--- config.mk ---
export PLATFORM = sky130hd
export DESIGN_NAME = dec_exec_unit
export DESIGN_NICKNAME = d
export VERILOG_FILES = /design/src/rtl/dec_pkg.sv /design/src/rtl/dec_decode.sv /design/src/rtl/dec_flag_calc.sv /design/src/rtl/dec_exec_unit.sv
export SDC_FILE = /design/constraint.sdc
export NUM_CORES = 1
export LEC_CHECK = 0
export BUFFER_PORTS_ARGS = -buffer_cell sky130_fd_sc_hd__clkbuf_2
export CAP_MARGIN = 20
export CORE_MARGIN = 4
export CORE_UTILIZATION = 31
export CTS_CLUSTER_DIAMETER = 60
export DETAILED_ROUTE_END_ITERATION = 8
export PLACE_DENSITY = 0.57
export SYNTH_ARGS = -nofsm -noshare
export SYNTH_HDL_FRONTEND = slang
export SYNTH_SLANG_ARGS = --single-unit
--- constraint.sdc ---
create_clock -name clk -period 8 [get_ports clk]
set_clock_uncertainty 0.1 [all_clocks]
set_input_delay 0.4 -clock clk [delete_from_list [all_inputs] [get_ports clk]]
set_output_delay 0.4 -clock clk [all_outputs]
set_load 0.02 [all_outputs]
--- src/rtl/dec_pkg.sv ---
package dec_pkg;
    // status register bit positions
    localparam int SR_C = 0;
    localparam int SR_Z = 1;
    localparam int SR_N = 2;
    localparam int SR_V = 3;
    localparam int SR_S = 4;
    localparam int SR_H = 5;
    localparam int SR_T = 6;
    localparam int SR_I = 7;

    localparam int SR_W    = 8;
    localparam int INSTR_W = 16;
    localparam int SEL_W   = 5;

    // fixed fields of the decrement encoding
    localparam logic [6:0] DEC_OP_HI = 7'b1001010;
    localparam logic [3:0] DEC_OP_LO = 4'b1010;
endpackage

--- src/rtl/dec_decode.sv ---
module dec_decode
    import dec_pkg::*;
(
    input  logic [INSTR_W-1:0] instr,
    output logic               is_dec,
    output logic [SEL_W-1:0]   tgt_idx
);
    always_comb begin
        is_dec  = (instr[15:9] == DEC_OP_HI) && (instr[3:0] == DEC_OP_LO);
        tgt_idx = instr[8:4];
    end
endmodule

--- src/rtl/dec_flag_calc.sv ---
module dec_flag_calc
    import dec_pkg::*;
#(
    parameter int DATA_W = 8
) (
    input  logic [DATA_W-1:0] operand,
    input  logic [SR_W-1:0]   sr_in,
    output logic [DATA_W-1:0] result,
    output logic [SR_W-1:0]   sr_out
);
    localparam logic [DATA_W-1:0] ONE     = DATA_W'(1);
    localparam logic [DATA_W-1:0] MIN_NEG = {1'b1, {(DATA_W-1){1'b0}}};

    logic ovf, neg, zer;

    always_comb begin
        result = operand - ONE;
        ovf    = (operand == MIN_NEG);
        neg    = result[DATA_W-1];
        zer    = (result == '0);
        sr_out       = sr_in;
        sr_out[SR_V] = ovf;
        sr_out[SR_N] = neg;
        sr_out[SR_Z] = zer;
        sr_out[SR_S] = neg ^ ovf;
    end
endmodule

--- src/rtl/dec_exec_unit.sv ---
module dec_exec_unit
    import dec_pkg::*;
#(
    parameter int              DATA_W       = 8,
    parameter int              PC_W         = 16,
    parameter logic [SR_W-1:0] RESET_STATUS = '0
) (
    input  logic                clk,
    input  logic                rst,
    input  logic                instr_valid,
    input  logic [INSTR_W-1:0]  instr,
    input  logic [SEL_W-1:0]    dbg_reg_sel,
    output logic [DATA_W-1:0]   dbg_reg_data,
    output logic [SR_W-1:0]     dbg_status,
    output logic [PC_W-1:0]     dbg_pc
);
    localparam int NUM_REGS = 1 << SEL_W;

    typedef struct packed {
        logic [NUM_REGS-1:0][DATA_W-1:0] rf;
        logic [SR_W-1:0]                 sr;
        logic [PC_W-1:0]                 pc;
    } state_t;

    state_t st_d, st_q;

    logic              hit;
    logic [SEL_W-1:0]  tgt_idx;
    logic [DATA_W-1:0] new_val;
    logic [SR_W-1:0]   new_sr;

    dec_decode u_decode (
        .instr   (instr),
        .is_dec  (hit),
        .tgt_idx (tgt_idx)
    );

    dec_flag_calc #(.DATA_W(DATA_W)) u_flags (
        .operand (st_q.rf[tgt_idx]),
        .sr_in   (st_q.sr),
        .result  (new_val),
        .sr_out  (new_sr)
    );

    always_comb begin
        st_d = st_q;
        if (instr_valid) begin
            st_d.pc = st_q.pc + PC_W'(1);
            if (hit) begin
                st_d.rf[tgt_idx] = new_val;
                st_d.sr          = new_sr;
            end
        end
    end

    always_ff @(posedge clk) begin
        if (rst) begin
            st_q.rf <= '0;
            st_q.sr <= RESET_STATUS;
            st_q.pc <= '0;
        end else begin
            st_q <= st_d;
        end
    end

    assign dbg_reg_data = st_q.rf[dbg_reg_sel];
    assign dbg_status   = st_q.sr;
    assign dbg_pc       = st_q.pc;
endmodule

==> results of run 1 <==
==> metal layers <==
layer	share of wire	vias to the layer above	track usage
met3	0.093	100	0.0535
met1	0.44	6176	0.300
met2	0.43	589	0.309
met4	0.031	6	0.0638
li1	-	5733	-
met5	0.00075	-	0
==> cell usage after synthesis, drive strengths merged <==
master	count
nor2	93
ha	4
nand4b	4
a22oi	4
buf	83
nand3b	2
nand3	57
nor4	16
mux2	8
a211oi	25
xnor2	4
nor3	4
mux4	88
conb	1
o41ai	1
and2	5
nand2	438
nor3b	1
or2	2
and3	6
o22ai	56
or4b	4
xor2	18
nand2b	2
mux2i	120
dfxtp	276
nor2b	4
a21oi	227
nor4bb	3
and4	3
or4	2
nand4bb	6
or3	2
nand4	7
clkbuf	73
inv	2
==> final timing paths <==
| kind | start | endpoint | slack (ns) | cells after the start |
|---|---|---|---|---|
| min | instr_valid | dbg_pc[1] | 0.11 | 3 |
| min reg2reg | st_q[231] | st_q[231] | 0.37 | 2 |
| max reg2reg | st_q[80] | dbg_status[4] | 4.29 | 10 |
| max | instr[4] | dbg_status[4] | 3.40 | 12 |
==> sequential cells by signal, summed over array words and instances, names as in the netlist <==
| signal | count |
|---|---|
| dbg_pc | 16 |
| dbg_status | 4 |
| st_q | 256 |
==> final cells by class <==
cell class | instances | area [um2] | share of cell area
Inverter | 2 | 7.51 | 0.000462
Clock buffer | 52 | 1080 | 0.0667
Tap cell | 600 | 751 | 0.0462
Sequential cell | 276 | 5530 | 0.340
Multi-Input combinational cell | 1220 | 8240 | 0.508
Timing Repair Buffer | 72 | 454 | 0.0280
Clock inverter | 8 | 169 | 0.0104
==> worst max-delay path, cell delays in order <==
cell and delay (ns):
buf_6 0.51, buf_4 0.68, mux2i_1 0.46, o22ai_1 0.12
nor4_1 0.47, and2_1 0.23, buf_4 0.42, ha_1 0.26
nand2_1 0.05, nor4_1 0.76, xnor2_1 0.17, a211oi_1 0.27
==> report_power, final <==
| part | total [mW] | internal (mW) | leakage [nW] | switching, mW |
|---|---|---|---|---|
| clock network | 1.72 | 1.09 | 0.617 | 0.628 |
| registers | 1.38 | 1.38 | 2.22 | 0.00108 |
| logic | 0.142 | 0.0441 | 2.60 | 0.0982 |
==> cells by family after synthesis <==
| group | Yosys count |
|---|---|
| simple gates | 661 |
| fa+ha+maj | 4 |
| mux | 216 |
| other cells | 1 |
| xor+xnor | 22 |
| compound gates | 313 |
| flops | 276 |
| buf+inv | 158 |
==> out/results.ini, run 1 <==
[run_status]
run_status=complete, no violations

[floorplan]
die_width_um=224
fp.dieH_um=224
io_pins=56
initial_utilization=0.316
rows=78
design.core.area_um2=45700
design.die.area_um2=50100

[synth]
post_synth.cell_area_avg_um2=8.75
synth_top_family_by_area=multiplexers
synth_top_cell_by_area=dfxtp_1
yosysTopAreaCellShare=0.383
yosysUniqueCellTypes=45
ys_seq_area_frac=0.383
fraction_of_the_mapped_netlist_area_in_simple_logic_gates=0.200
fraction_of_the_mapped_netlist_area_in_compound_gates=0.119
ys_warn_count=0
synth_top_cells_by_area=dfxtp_1 (38%), mux4_2 (14%), nand2_1 (11%), mux2i_1 (8.3%), a21oi_1 (7.9%)
number_of_flip_flops_and_latches_in_the_synthesized_netlist=276
synth_area_um2=14400
post_synth_fa_ha_maj_area_fraction=0.00347
yosys.area_share.xor_xnor=0.0139
synthesis.instances=1651
yosys-mux-area-fraction=0.227

[sta]
grt_setup_unrepaired=false
tightestPinTransition_ns=1.10
timing.hold.ws_ns=0.106
setup-violations-final=0
final_period_util=0.575
fin_setup_tns_ns=0
min_period_ns=4.60
finalMaxSlewViolations=0
worst_slack_ns=3.40
timing.max_slew.rel_slack=0.269
hold_viol_final=0
timing.fmax_mhz=217

[placed_design]
io_buffer_count=51
placed_cell_area_um2=14900
dp.final_hpwl_um=36300
place.gp.congestion=0.987
post-place-cells=2168
post_placement_setup_slack_ns=2.96

[global_routing]
grt_pass1_vias=11900
grt_first_pass_wirelength_um=79800
global_route.usage.total=0.209
grt_max_degree=102
antenna_found_initial=3
grt.overflow.total=0

[detailed_routing]
wl_um=53600
route.detailed.wl_per_inst_um=24.0
routed_via_density=5.65
via_count=12600
drt_drc_violations_left=0
drt-pass1-iter-count=5
drt.antenna.violating_nets=0
detailedRoute.firstIterationViolations=1564

[pwr]
power.density_nw_per_um2=200
power.leakage_nw=5.44
p_total_mw=3.24
max_ir_drop_vdd_v=0.000199

[cts]
cts.hold.buffers_added=0
cts_num_sinks=276
clockRootBuffer=clkbuf_16
clock_buffer_count_from_cts=34
clk_pin_slew_ns=0.06
worstSkewPairLatency_ns=0.56
cts_setup_buffers=0
cts_tree=yes
cts.path.max_buffers=3
h_tree_depth=2
cts_resized=0

[critical_path]
type_of_element_capturing_the_critical_path=flop
critPathMaxFanout=56
critical_path.startpoint_type=input port
worst-endpoint-arrival_ns=4.94
crit_required_ns=8.34
critPathKind=input port to flop

[finish]
antenna_cells_inserted=0
layout_common_cells=nand2_1 (438), dfxtp_1 (276), a21oi_1 (227)
layout.filler_cells=4698
finalNetCount=1634
utilization=0.355
layout_commonest_cell=nand2_1
finalNonFillerCells=2230
flow.area_growth_from_synthesis_pct=12.4
layout.cell_area.non_filler_um2=16200
layout-drive-gt1-share=0.150

[worst_hold_path]
hold_path_class=input port to flop

[flow_run]
drv.max_cap_violation_count=0

Power figures use the tool's default switching activity.
==> run 2: changes to the inputs <==
==> constraint.sdc (replaced) <==
create_clock -name clk -period 4.3 [get_ports clk]
set_clock_uncertainty 0.1 [all_clocks]
set_input_delay 0.215 -clock clk [delete_from_list [all_inputs] [get_ports clk]]
set_output_delay 0.215 -clock clk [all_outputs]
set_load 0.02 [all_outputs]
==> run 2 against run 1 <==
The flow now finishes with violations (design-rule violations). Non-clock buffer count is 16 higher. Highest routed layer unchanged. Clock power is 70% higher. Wire length is 1.1% higher. Sequential cell count stayed put. Largest power group unchanged. Sequential share of layout area is 0.14 points lower. Sequential power is 86% higher. Via count is 0.84% higher. Total power is 78% higher. Critical path depth stayed put. Setup slack worse by 3.0 ns. Count of clock-buffer cells in the layout is 1 lower. Hold slack better by 0.054 ns.
==> out/results.ini, run 2 (same netlist as run 1, synthesis figures left out) <==
[floorplan]
die_width_um=224  ; unchanged
fp.dieH_um=224  ; unchanged
rows=78  ; unchanged
design.die.area_um2=50100  ; unchanged
io_pins=56  ; unchanged
initial_utilization=0.316  ; unchanged
design.core.area_um2=45700  ; unchanged

[sta]
grt_setup_unrepaired=false
timing.hold.ws_ns=0.159  ; +0.0535 ns
setup-violations-final=0  ; unchanged
min_period_ns=3.85
timing.max_slew.rel_slack=0.344  ; +0.0750
fin_setup_tns_ns=0  ; unchanged
tightestPinTransition_ns=0.983  ; -0.112 ns
finalMaxSlewViolations=0  ; unchanged
final_period_util=0.896
hold_viol_final=0  ; unchanged
timing.fmax_mhz=259

[detailed_routing]
wirelength_met1_um=24000  ; +0.64%
routed_via_density=5.65  ; about the same
detailroute.wirelength.met2_um=23600  ; +2.4%
detailedRoute.firstIterationViolations=1333  ; -15%
wl_um=54200  ; +1.1%
drt-pass1-iter-count=8  ; +3
drt.antenna.violating_nets=0  ; unchanged
wl_met3_um=4920  ; -1.3%
via_count=12700  ; +0.84%
route.detailed.wl_per_inst_um=24.1  ; +0.30%
drt_drc_violations_left=2  ; +2
routed.top_layer=met5

[pwr]
max_ir_drop_vdd_v=0.000302  ; +51%
power.density_nw_per_um2=354  ; +77%
sw_ratio=0.240  ; +0.0158
power.clock.fraction=0.509  ; -0.022
power.leakage_nw=5.48  ; +0.67%
power.sequential.fraction=0.444  ; +0.019
switching_power_mw=1.38  ; +90%
combinationalPowerShare=0.047  ; +0.003
internal_power_mw=4.38  ; +74%

[cts]
cts_setup_buffers=0  ; unchanged
clockRootBuffer=clkbuf_16
cts_resized=0  ; unchanged
cts_num_sinks=276  ; unchanged
h_tree_depth=2  ; unchanged
clock_buffer_count_from_cts=35  ; +2.9%
clk_pin_slew_ns=0.06  ; about the same
cts.path.max_buffers=3  ; unchanged
worstSkewPairLatency_ns=0.57  ; about the same
cts_tree=yes
cts.hold.buffers_added=1  ; +1

[placed_design]
io_buffer_count=51  ; unchanged
placed_cell_area_um2=15200  ; +1.4%
place.gp.congestion=0.962  ; -2.6%
dp.final_hpwl_um=37500  ; +3.4%

[worst_hold_path]
hold-path-endpoint=dbg_status[1]
holdCritStartpoint=instr[0]
hold_path_class=input port to flop
min_delay_path_depth=5  ; +2

[finish]
registers.top_by_ff_count=st_q
layout-drive-gt1-share=0.156  ; +0.00573
layout_common_cells=nand2_1 (438), dfxtp_1 (276), a21oi_1 (227)
finalNetCount=1651  ; +1.0%
flow.area_growth_from_synthesis_pct=12.8
layout.cell_area.non_filler_um2=16300  ; +0.40%
layout_commonest_cell=nand2_1
largest_register_ffs=256  ; unchanged

[global_routing]
global_route.usage.total=0.210  ; +0.000715
grt_max_degree=144  ; +41%
grt.overflow.total=0  ; unchanged
grt_pass1_vias=12200  ; +2.7%
antenna_found_initial=3  ; unchanged
grt_first_pass_wirelength_um=80600  ; +0.99%

[critical_path]
critPathMaxFanout=34  ; -39%
critical_path.startpoint_type=input port
critPathKind=input port to flop
crit_path_cell_trace=clkbuf_2 -> nand4bb_1 -> o22ai_1 -> nor4_1 -> and2_1 -> buf_4 -> ha_1 -> nand2_1 -> nor4_1 -> buf_4 -> xnor2_1 -> a211oi_1
reg2reg_slack_ns=0.65  ; -3.64 ns
cpPeakStageDelay_ns=0.58  ; -0.18 ns
timing.rr.start=st_q[208]
critical_path.reg2reg.endpoint=dbg_status[4]
worst_path_max_delay_cell=nor4_1
worst-r2r-cell-count=11  ; +1
worst-endpoint-arrival_ns=4.21  ; -0.73 ns
crit_required_ns=4.65  ; -3.69 ns
type_of_element_capturing_the_critical_path=flop

[run_status]
violations=design-rule violations
run_status=finished with violations

[flow_run]
drv.max_cap_violation_count=0  ; unchanged

run 2: worst max-delay path by stage:
stage                     startpoint            end  slack (ns)  cells after the start
after floorplan             instr[4]      st_q[174]        1.12                     15
after global placement      instr[6]  dbg_status[4]        0.03                     12
after detailed placement    instr[6]  dbg_status[4]        0.05                     12
after CTS                   instr[6]  dbg_status[4]        0.57                     12
after global routing        instr[6]  dbg_status[4]        0.29                     12
final                       instr[6]  dbg_status[4]        0.45                     12
run 2: per-layer routing:
layer,track usage,up-vias
li1,-,5759
met1,0.297,6261
met2,0.314,593
met3,0.0541,95
met4,0.0652,2
met5,0,-
run 2: power by group through the flow:
stage | Clock (mW) | Sequential, mW | Combinational, mW
finish | 2.93 | 2.56 | 0.270
global placement | 0 | 2.62 | 0.264
detailed placement | 0 | 2.62 | 0.267
CTS | 2.98 | 2.56 | 0.268
global route | 3.09 | 2.56 | 0.284
floorplan | 0 | 2.62 | 0.208
run 2: stage by stage:
step           power [mW]  utilization  instances  setup slack [ns]
2_1_floorplan        2.83            -       1654              1.12
3_3_place_gp         2.88        0.332       2185            0.0271
3_5_place_dp         2.88        0.332       2185            0.0490
4_1_cts              5.81        0.357       2247             0.575
5_1_grt              5.93        0.357       2247             0.295
6_report             5.76        0.357       2248             0.446
run 2: area by class of cell:
| class | count | area (um2) |
|---|---|---|
| diodes | 1 | 2.50 |
| clock buffers | 51 | 1030 |
| fillers | 4655 | 29400 |
| well taps | 600 | 751 |
| repair buffers | 88 | 641 |
| clock inverters | 10 | 105 |
| inverters | 2 | 7.51 |
| multi-input cells | 1220 | 8240 |
| flip-flops and latches | 276 | 5530 |
run 2: worst max-delay path, delay by kind of cell:
family | cells | cell delay (ns)
compound gates | 2 | 0.55
fa+ha+maj | 1 | 0.25
simple gates | 5 | 1.89
xor+xnor | 1 | 0.07
buf+inv | 3 | 1.21
==> run 3: changes to the inputs <==
--- a/config.mk
+++ b/config.mk
@@ -11,7 +11,8 @@
 export CORE_UTILIZATION = 31
 export CTS_CLUSTER_DIAMETER = 60
 export DETAILED_ROUTE_END_ITERATION = 8
-export PLACE_DENSITY = 0.57
+export GPL_TIMING_DRIVEN = 1
+export PLACE_DENSITY = 0.44
 export SYNTH_ARGS = -nofsm -noshare
 export SYNTH_HDL_FRONTEND = slang
 export SYNTH_SLANG_ARGS = --single-unit
==> run 3 against run 2 <==
The flow now finishes without violations. Critical path type unchanged. Register-to-register slack improved by 0.25 ns. Sequential cell count is the same. Maximum frequency grew 11%. Combinational power up 2%. Sequential share of layout area fell by 0.51 points. Largest power group unchanged. Highest routed layer is now met4. First-iteration DRC count rose by 4.6%. Critical path depth up 2. Global-route usage rose by 2.0 points.
==> out/results.ini, run 3 (same netlist as run 1, synthesis figures left out) <==
[run_status]
run_status=complete, no violations

[finish]
multi_input_comb_area_um2=8240  ; unchanged
largest_register_ffs=256  ; unchanged
layout-drive-gt1-share=0.167  ; +0.0111
layout_common_cells=nand2_1 (438), dfxtp_1 (276), a21oi_1 (227)
layout.filler_cells=4672  ; +0.37%
flow.area_growth_from_synthesis_pct=14.6
registers.top_by_ff_count=st_q
finalNetCount=1662  ; +0.67%
antenna_cells_inserted=0  ; -1
layout_commonest_cell=nand2_1
area.sequential_um2=5530  ; unchanged
layout.cell_area.non_filler_um2=16500  ; +1.5%

[global_routing]
gr_layer_usage_met2=0.365  ; +0.0507
grt_max_degree=149  ; +3.5%
grt.overflow.total=0  ; unchanged
grt_use_met3=0.0373  ; -0.0168
grt.met1_usage=0.324  ; +0.0269
grt_first_pass_wirelength_um=86300  ; +7.1%
grt-busiest-layer=met2
global_route.usage.total=0.230  ; +0.0200
grt_pass1_vias=12200  ; -0.64%
antenna_found_initial=1  ; -2

[cts]
cts_setup_buffers=0  ; unchanged
cts_resized=0  ; unchanged
h_tree_depth=2  ; unchanged
clockRootBuffer=clkbuf_16
cts_num_sinks=276  ; unchanged
cts.path.max_buffers=3  ; unchanged
clk_pin_slew_ns=0.06  ; about the same
cts_tree=yes
worstSkewPairLatency_ns=0.55  ; -0.02 ns
clock_buffer_count_from_cts=37  ; +5.7%

[placed_design]
place.gp.congestion=0.971  ; +0.98%
dp.final_hpwl_um=41000  ; +9.2%
io_buffer_count=51  ; unchanged
placed_cell_area_um2=15200  ; +0.63%

[sta]
grt_setup_unrepaired=false
hold_viol_final=0  ; unchanged
timing.fmax_mhz=289  ; +11%
final_period_util=0.805  ; -0.0910
fin_setup_tns_ns=0  ; unchanged
tightestPinTransition_ns=0.958  ; -0.0249 ns
finalMaxSlewViolations=0  ; unchanged
timing.max_slew.rel_slack=0.361  ; +0.0166
setup-violations-final=0  ; unchanged
min_period_ns=3.46  ; -0.391 ns

[critical_path]
worst-endpoint-arrival_ns=3.82  ; -0.39 ns
critPathMaxFanout=36  ; +5.9%
critical_path.startpoint_type=input port
crit_required_ns=4.66  ; about the same
critPathKind=input port to flop
type_of_element_capturing_the_critical_path=flop

[detailed_routing]
drt-pass1-iter-count=5  ; -3
drt.antenna.violating_nets=0  ; unchanged
detailedRoute.firstIterationViolations=1394  ; +4.6%
routed_via_density=5.63  ; -0.38%
route.detailed.wl_per_inst_um=25.9  ; +7.4%
wl_um=58600  ; +8.1%
drt_drc_violations_left=0  ; -2
via_count=12700  ; +0.28%

[floorplan]
rows=78  ; unchanged
design.die.area_um2=50100  ; unchanged
fp.dieH_um=224  ; unchanged
io_pins=56  ; unchanged
initial_utilization=0.316  ; unchanged
design.core.area_um2=45700  ; unchanged
die_width_um=224  ; unchanged

[flow_run]
drv.max_cap_violation_count=0  ; unchanged

[pwr]
max_ir_drop_vdd_v=0.000319  ; +5.8%
power.density_nw_per_um2=368  ; +4.0%
power.leakage_nw=5.60  ; +2.2%

[worst_hold_path]
hold_path_class=input port to flop

-- run 3: cell types whose count changed in the layout (fill, tap and decap cells not counted), moves of 3 or more --
cell,delta
clkbuf_16,+3
buf_4,+8
clkinv_2,+4
clkbuf_1,-5
clkinvlp_4,+4
-- run 3: final cells by class --
cell class,count,share of cell area
timing repair buffer,97,0.0445
inverter,2,0.000454
tap,600,0.0454
multi-input combinational,1220,0.498
sequential,276,0.334
clock inverter,18,0.0115
clock buffer,50,0.0663
-- run 3: report_power, final --
part / internal (mW) / switching, mW
Combinational: 0.0904 / 0.186
Sequential: 2.56 / 0.00230
Clock: 1.98 / 1.26
Total: 4.63 / 1.45
-- run 3: path summary, 6_finish.rpt --
kind	depth (start not counted)	slack, ns	startpoint	to
max	14	0.84	instr[4]	st_q[76]
min	5	0.16	instr[0]	dbg_status[1]
max reg2reg	11	0.90	st_q[192]	dbg_status[4]
min reg2reg	2	0.36	dbg_status[3]	dbg_status[3]
-- run 3: worst max-delay path: stages --
cell and delay [ns]:
buf_6 0.38, buf_12 0.33, buf_4 0.23, mux2i_1 0.23
o22ai_1 0.12, nor4_1 0.53, and2_1 0.28, ha_1 0.17
inv_1 0.08, nor2_1 0.31, xor2_4 0.18, buf_4 0.38
nand3_1 0.12, a21oi_1 0.15
-- run 3: repair_timing --
action	in CTS	in global routing
endpoints found under the hold margin	3	0
hold buffers	1	0
endpoints found under the setup margin	0	0
-- run 3: metal layers --
metal	vias to the layer above	part of all wire
met5	-	0
met2	482	0.46
met3	78	0.068
met4	0	0.028
met1	6388	0.45
li1	5798	-
-- run 3: through the flow --
step	util	total power, mW	std cells	worst slack, ns	hold WS, ns
after global routing	0.362	6.26	2263	0.648	0.186
after CTS	0.362	6.15	2263	0.958	0.115
after floorplan	-	2.83	1654	1.12	0.263
final	0.362	6.08	2263	0.837	0.158
after global placement	0.334	2.89	2194	0.388	0.347
after detailed placement	0.334	2.89	2194	0.377	0.351
